File: src/rtl/qld_pkg.sv
// Package: code constants and the sync-point matcher shared by the deskew aligner.
// Assumes 10-bit code groups; the comma encodings fix that width.
package qld_pkg;

    localparam int SYM_W   = 10;
    localparam int PAT_LEN = 4;

    localparam logic [SYM_W-1:0] COMMA_NEG = 10'b0011111010;
    localparam logic [SYM_W-1:0] COMMA_POS = 10'b1100000101;

    // True when four characters (oldest first) form a sync point of either order.
    function automatic logic sync_match(
        input logic [SYM_W-1:0] c3,
        input logic [SYM_W-1:0] c2,
        input logic [SYM_W-1:0] c1,
        input logic [SYM_W-1:0] c0
    );
        return ((c3 == COMMA_POS) && (c2 == COMMA_POS) && (c1 == COMMA_NEG) && (c0 == COMMA_NEG)) ||
               ((c3 == COMMA_NEG) && (c2 == COMMA_NEG) && (c1 == COMMA_POS) && (c0 == COMMA_POS));
    endfunction

endpackage

File: src/rtl/qld_lane_buf.sv
// Lane buffer: keeps the last DEPTH accepted characters of one lane and
// registers the character selected by the tap as the lane's output.
// Flags a sync point one cycle after its fourth character is accepted.
// Assumes DEPTH >= PAT_LEN and a tap value below DEPTH.
module qld_lane_buf
    import qld_pkg::*;
#(
    parameter int DEPTH = 4,
    parameter int TAP_W = 2
) (
    input  logic             clk,
    input  logic             rst_n,
    input  logic             valid,
    input  logic [SYM_W-1:0] data,
    input  logic [TAP_W-1:0] tap,
    output logic             hit,
    output logic [SYM_W-1:0] sym_out
);

    logic [SYM_W-1:0] hist [DEPTH];
    logic             fresh;

    // Shift an accepted character into the history; note whether one arrived.
    always_ff @(posedge clk) begin
        if (!rst_n) begin
            fresh <= 1'b0;
            for (int i = 0; i < DEPTH; i++) hist[i] <= '0;
        end else begin
            fresh <= valid;
            if (valid) begin
                hist[0] <= data;
                for (int i = 1; i < DEPTH; i++) hist[i] <= hist[i-1];
            end
        end
    end

    // Register the tapped history entry as this lane's output character.
    always_ff @(posedge clk) begin
        if (!rst_n) sym_out <= '0;
        else        sym_out <= hist[tap];
    end

    // Sync point present in the newest four characters, counted once on arrival.
    assign hit = fresh && sync_match(hist[PAT_LEN-1], hist[PAT_LEN-2], hist[PAT_LEN-3], hist[0]);

endmodule

File: src/rtl/qld_sync_window.sv
// Sync window: gathers per-lane sync detections inside a window of SPREAD
// cycles after the first one. When every lane has reported, it sets each
// lane's tap to the number of cycles that lane was early, and raises the
// sticky aligned flag. An incomplete window is discarded and re-armed.
// Assumes SPREAD < 2**TAP_W and SPREAD < the lane history depth.
module qld_sync_window #(
    parameter int LANES   = 4,
    parameter int SPREAD  = 2,
    parameter int TAP_W   = 2,
    parameter int NOMINAL = 1
) (
    input  logic                   clk,
    input  logic                   rst_n,
    input  logic [LANES-1:0]       hit,
    output logic [LANES*TAP_W-1:0] tap_flat,
    output logic                   aligned
);

    localparam int IDX_W = $clog2(SPREAD + 1);

    logic                 open;
    logic [IDX_W-1:0]     age;
    logic [LANES-1:0]     seen;
    logic [IDX_W-1:0]     stamp     [LANES];
    logic [IDX_W-1:0]     stamp_now [LANES];
    logic [IDX_W-1:0]     cur_idx;
    logic [LANES-1:0]     seen_now;
    logic                 complete;

    // Current window position, lanes reported so far and their arrival stamps.
    always_comb begin
        cur_idx  = open ? age : '0;
        seen_now = (open ? seen : '0) | hit;
        complete = &seen_now;
        for (int i = 0; i < LANES; i++)
            stamp_now[i] = (open && seen[i]) ? stamp[i] : cur_idx;
    end

    // Window control: open on the first hit, fire when complete, drop when late.
    always_ff @(posedge clk) begin
        if (!rst_n) begin
            open    <= 1'b0;
            age     <= '0;
            seen    <= '0;
            aligned <= 1'b0;
            for (int i = 0; i < LANES; i++) begin
                stamp[i]                     <= '0;
                tap_flat[i*TAP_W +: TAP_W]   <= TAP_W'(NOMINAL);
            end
        end else if (open || (|hit)) begin
            if (complete) begin
                open    <= 1'b0;
                aligned <= 1'b1;
                for (int i = 0; i < LANES; i++)
                    tap_flat[i*TAP_W +: TAP_W] <= TAP_W'(cur_idx - stamp_now[i]);
            end else if (cur_idx == IDX_W'(SPREAD)) begin
                open <= 1'b0;
            end else begin
                open <= 1'b1;
                age  <= cur_idx + 1'b1;
                seen <= seen_now;
                for (int i = 0; i < LANES; i++) stamp[i] <= stamp_now[i];
            end
        end
    end

endmodule

File: src/rtl/quad_lane_deskew.sv
// Top: four-lane deskew aligner. One lane buffer per lane feeds a shared
// sync window; the window's taps set each lane's delay so that the
// characters after a sync point leave all lanes in one output word.
// Assumes one character per lane per cycle while valid, on a common clock.
module quad_lane_deskew
    import qld_pkg::*;
#(
    parameter int LANES  = 4,
    parameter int DEPTH  = 4,
    parameter int SPREAD = 2
) (
    input  logic                   clk,
    input  logic                   rst_n,
    input  logic [LANES-1:0]       lane_valid,
    input  logic [LANES*SYM_W-1:0] lane_data,
    output logic [LANES*SYM_W-1:0] word_out,
    output logic                   word_valid,
    output logic                   aligned
);

    localparam int TAP_W   = $clog2(DEPTH);
    localparam int NOMINAL = SPREAD / 2;

    logic [LANES-1:0]       lane_hit;
    logic [LANES*TAP_W-1:0] lane_tap;

    for (genvar g = 0; g < LANES; g++) begin : g_lane
        qld_lane_buf #(
            .DEPTH (DEPTH),
            .TAP_W (TAP_W)
        ) u_buf (
            .clk     (clk),
            .rst_n   (rst_n),
            .valid   (lane_valid[g]),
            .data    (lane_data[g*SYM_W +: SYM_W]),
            .tap     (lane_tap[g*TAP_W +: TAP_W]),
            .hit     (lane_hit[g]),
            .sym_out (word_out[g*SYM_W +: SYM_W])
        );
    end

    qld_sync_window #(
        .LANES   (LANES),
        .SPREAD  (SPREAD),
        .TAP_W   (TAP_W),
        .NOMINAL (NOMINAL)
    ) u_win (
        .clk      (clk),
        .rst_n    (rst_n),
        .hit      (lane_hit),
        .tap_flat (lane_tap),
        .aligned  (aligned)
    );

    // Word is valid when every lane delivered a character in the previous cycle.
    always_ff @(posedge clk) begin
        if (!rst_n) word_valid <= 1'b0;
        else        word_valid <= &lane_valid;
    end

endmodule

File: config.mk
export PLATFORM = sky130hd
export DESIGN_NAME = quad_lane_deskew
export DESIGN_NICKNAME = d
export VERILOG_FILES = /design/src/rtl/qld_pkg.sv /design/src/rtl/qld_lane_buf.sv /design/src/rtl/qld_sync_window.sv /design/src/rtl/quad_lane_deskew.sv
export SDC_FILE = /design/constraint.sdc
export NUM_CORES = 1
export LEC_CHECK = 0
export ABC_CLOCK_PERIOD_IN_PS = 3950
export BUFFER_PORTS_ARGS = -buffer_cell sky130_fd_sc_hd__buf_2
export CORE_UTILIZATION = 60
export DETAILED_ROUTE_END_ITERATION = 10
export PLACE_DENSITY = 0.92
export SYNTH_ARGS = -nofsm -noshare
export SYNTH_HDL_FRONTEND = slang
export SYNTH_SLANG_ARGS = --single-unit
File: constraint.sdc
create_clock -name clk -period 3.95 [get_ports clk]
set_clock_uncertainty 0.1 [all_clocks]
set_input_delay 0.5925 -clock clk [delete_from_list [all_inputs] [get_ports clk]]
set_output_delay 0.5925 -clock clk [all_outputs]
set_load 0.01 [all_outputs]
== Word level (Yosys, flattened, before mapping) ==
Memory sizes are Yosys's and may differ from the RTL's. A register that Yosys moved wholly into a read port is not among the register bits.
Cells that the tools add are included.
Word-level totals
  flip-flop bits (word level): 21
  RAM bits: 168
  input port bits: 46
  output and inout port bits: 42
  logic and storage cells: 166
  memories kept: 5
Memories
  g_lane[0].u_buf.hist: depth 4, width 10, read ports 5, clocked after memory_dff 1, wr ports 4, RTL line qld_lane_buf.sv:20  | logic [SYM_W-1:0] hist [DEPTH];
  g_lane[1].u_buf.hist: depth 4, width 10, read ports 5, clocked after memory_dff 1, wr ports 4, RTL line qld_lane_buf.sv:20
  g_lane[2].u_buf.hist: depth 4, width 10, read ports 5, clocked after memory_dff 1, wr ports 4, RTL line qld_lane_buf.sv:20
  g_lane[3].u_buf.hist: depth 4, width 10, read ports 5, clocked after memory_dff 1, wr ports 4, RTL line qld_lane_buf.sv:20
  u_win.stamp: depth 4, width 2, read ports 4, clocked after memory_dff 0, wr ports 4, RTL line qld_sync_window.sv:24  | logic [IDX_W-1:0] stamp [LANES];
Operators by class
  $add $sub $neg: 5
  eq/ne operators: 33
  muxes and demuxes: 44
  bitwise gates (word level): 23
  reductions and logical operators: 46
Operators by type and width (number)
  10-bit equality test, second input constant: 16
  10-bit by 8-bit equality test with 1-bit output, second input constant: 16
  10-bit two-way mux: 16
  1-bit logical AND: 32
  1-bit bitwise OR: 20
  1-bit two-way mux: 18
  2-bit two-way mux: 9
  4-bit AND reduction: 2
  2-bit subtractor: 4
  1-bit logical OR: 5
  5-bit AND reduction: 1
  1-bit logical NOT: 4
  4-bit two-way mux: 1
  4-bit bitwise OR: 1
  4-bit OR reduction: 1
  3-bit AND reduction: 1
  2-bit by 1-bit adder with 2-bit output, second input constant: 1
  2-bit equality test, second input constant: 1
  1-bit NOT: 2

== Depth between registers and ports, before layout ==
  depth in word-level cells: 13
  mapped depth: 8
  gate-level depth less buffers: 7

== Cells and area by module ==
Synthesis repeated with hierarchy kept, for this count alone.
Unflattened totals
  cell total of the unflattened synthesis: 760
  area, all modules: 10221.1 sq um
Modules (own cells, without submodules)
  qld_lane_buf at g_lane[0].u_buf ...: times used 2, cells an instance 161, area an instance 2237.1 sq um, seq. area each 1421.4 sq um
  qld_lane_buf at g_lane[1].u_buf ...: times used 2, cells an instance 159, area an instance 2234.6 sq um, seq. area each 1421.4 sq um
  qld_sync_window: times used 1, cells an instance 116, area an instance 1244.9 sq um, seq. area each 560.5 sq um
  quad_lane_deskew: times used 1, cells an instance 4, area an instance 32.5 sq um, seq. area each 20.0 sq um

== Least setup slack after synthesis ==
OpenSTA, ideal clock, no wires.
  path kind: register to register
  start: memory g_lane[0].u_buf.hist[1][0]
  end: memory u_win.stamp[0][0] (netlist name), enable pin
  library setup time: 374 ps
  arrival: 2443 ps
  data required time: 3476 ps
  path slack: 1034 ps
  stages on the path, launching flop included: 8
  buffers on the path: 1
  period minus slack after synthesis: 2916 ps
  path through: edfxtp_1 or4b_1 or3_1 nor4_2 nor3_1 a41o_1 clkbuf_1 o21ai_1
RTL lines (RTL line)
  from (decl): qld_lane_buf.sv:20
  to (decl): qld_sync_window.sv:24

==> out/metrics.cfg <==
[die]
die_w_microns=133
io_pins=88
rows=47
die_y_microns=133
fp.dieArea_sq_um=17600
start_util=0.616
core-area_sq_um=16600

[cells_and_area]
postLayoutCellArea_sq_um=11600
multi_input_area_sq_um=3770
fin_nets=861
num-fill-cells=1115
regArea_sq_um=6270
final_util=0.699
area_growth_pct=13.5
diodes=0
drive_above_1_share=0.213

[worst_hold_path]
hold_end=g_lane[0].u_buf.hist[0][7]
min_path_cells=2
hp-class=input port to flop
min_from=lane_data[7]

[logic_synthesis]
yosys.area.top_type=edfxtp_1
synth_common_cells=168 x edfxtp_1, 164 x and3_1, 61 x dfxtp_1, 50 x and2_1, 48 x clkbuf_1
netlist-cell-type-count=40
synth_top_flop_cell=edfxtp_1
synth-edff-count=168
yosysWarnings=0
synth_fp_nets=795
synthCells=744
synth.avg_cell_area_sq_um=13.8
synth_top_area_frac=0.492
synthMostInstantiatedCell=edfxtp_1
ys_seq_area_frac=0.611
synth.area.top_cells=edfxtp_1 49%, dfxtp_1 12%, and3_1 10%, mux4_2 8.8%, and2_1 3.0%
async_flop_share=0
syn_area_sq_um=10300
ys_seq_elements=229

[power_and_ir_drop]
power_mw=5.43
leakage_nw=4.93
ir_worst_vdd_mv=0.319
cellPowerDensity_nw_per_um2=467

[sta]
finalCriticalPeriod_ns=3.46
finalHoldViolations=0
fin_tns_setup_ns=0
setup_viol=0
setup_slack_ns=0.487
slew_violations=0
min_period_over_period=0.877
fmaxAchievable_ghz=0.289
max_slew_margin=0.505
tightest_slew_ns=0.741
grt_setup_unrepaired=false

[setup_path]
reg2reg_depth=6
end_kind=flop
path_max_fanout=12
startpoint_type=flop
required_ns=4.00
critPathKind=flop to flop
r2r_end=u_win.stamp[0][3]
r2r_start=g_lane[3].u_buf.hist[1][0]
r2r_slack_ns=0.49
crit_arrival_ns=3.52

[clock_network]
clk_latency_ns=0.52
cts_hold_buf=0
clockBufferDepth=3
clkTransAtPathRegs_ns=0.07
cts_max_level=1
post_cts_resized=0
cts_buffers=24
cts_root_buffer=clkbuf_16
clock-sinks=229
post_cts_buffers=0
cts_tree=yes

[route]
totalWireLength_mm=20.9
drc=0
routedWlPerCell_microns=20.0
via_per_inst=6.41
firstDrtPassIters=6
vias=6713
antenna_left=0
drtIter0Drc=594

[placement]
place_hpwl_mm=13.3
gp_congestion=0.884
portBuffers=87
pre_cts_ws_ns=0.567
place_area_sq_um=10800

[global_routing]
first_global_vias=6583
grt_first_pass_wirelength_mm=33.6
antenna_found_initial=0
gr-total-overflow=0
grt_usage=0.239
grt_max_degree=109

[flow_run]
cap_violations=0

[status]
status=completed

## critical path: stages (launching register included)
cell and delay, ns:
edfxtp_1 0.42, or4b_1 0.54, or3_1 0.37, nor4_1 0.51
nor3b_1 0.16, a2111oi_4 0.57, o21ai_1 0.43
## how the worst max path moves through the flow
stage | end | slack [ns] | cells past startpoint | start
after floorplan | u_win.stamp[0][0] | 1.03 | 7 | g_lane[0].u_buf.hist[1][0]
after global placement | u_win.stamp[0][2] | 0.79 | 6 | g_lane[0].u_buf.hist[1][0]
after detailed placement | u_win.stamp[0][3] | 0.57 | 6 | g_lane[3].u_buf.hist[1][0]
after CTS | u_win.stamp[0][3] | 0.54 | 6 | g_lane[3].u_buf.hist[1][0]
after global routing | u_win.stamp[0][3] | 0.38 | 6 | g_lane[3].u_buf.hist[1][0]
final | u_win.stamp[0][3] | 0.49 | 6 | g_lane[3].u_buf.hist[1][0]
## sequential cells by signal, summed over array words and instances, names as in the netlist
signal,flops
g_lane.u_buf.hist,160
g_lane.u_buf.sym_out,40
u_win.stamp,8
u_win.tap_flat,8
g_lane.u_buf.fresh,4
u_win.seen,4
u_win.age,2
u_win.aligned,1
u_win.open,1
word_valid,1
## metal layers
layer / wire length (microns) / up-vias / global-route usage
met3: 1340 / 53 / 0.0276
met4: 529 / 0 / 0.0824
li1: - / 3069 / -
met5: 0 / - / 0
met1: 8720 / 3305 / 0.327
met2: 10300 / 286 / 0.400
## kinds of logic (layout without fill, tap and decap cells)
| kind of cell | Yosys count | in the layout | synth area share |
|---|---|---|---|
| and+or+nand+nor | 380 | 380 | 0.241 |
| DFF | 229 | 229 | 0.611 |
| buffers and inverters | 55 | 139 | 0.0211 |
| muxes | 49 | 49 | 0.0966 |
| AOI/OAI and AO/OA | 18 | 18 | 0.0170 |
| xor gates and xnor gates | 8 | 8 | 0.00683 |
| adders and majority gates | 5 | 5 | 0.00610 |
## area by class of cell
type / instances / area share
clock inverters: 13 / 0.0124
multi-input cells: 460 / 0.324
repair buffers: 95 / 0.0439
clock buffers: 31 / 0.0574
well taps: 220 / 0.0237
flip-flops and latches: 229 / 0.538
## cell usage in the layout (no fill, tap or decap), types with 5 or more instances in the layout
cell and instances:
edfxtp_1 168, and3_1 164, buf_2 86, dfxtp_1 61, and2_1 50, mux4_2 40
clkbuf_16 25, nand4_1 22, nand2_1 19, nor4bb_1 19, nor2_1 18, nor4_1 17
and4b_1 13, nor4b_1 11, mux2i_1 9, xnor2_1 8, buf_4 8, or3_1 6
nor3b_1 6, nand3_1 6, nor2b_1 5, nand2b_1 5, o21ai_1 5, o221a_1 5
ha_1 5
## report_power, final
part / internal [mW] / switching, mW / total, mW
clock: 1.39 / 0.899 / 2.29
sequential: 2.73 / 0.126 / 2.86
combinational: 0.143 / 0.141 / 0.284
total: 4.27 / 1.17 / 5.43
## through the flow
| step | hold slack, ns | instances |
|---|---|---|
| 2_1_floorplan | 0.382 | 744 |
| 3_3_place_gp | 0.347 | 1004 |
| 3_5_place_dp | 0.370 | 1004 |
| 4_1_cts | 0.284 | 1048 |
| 5_1_grt | 0.288 | 1048 |
| 6_report | 0.296 | 1048 |
No activity file was read; power rests on OpenSTA's default activity.
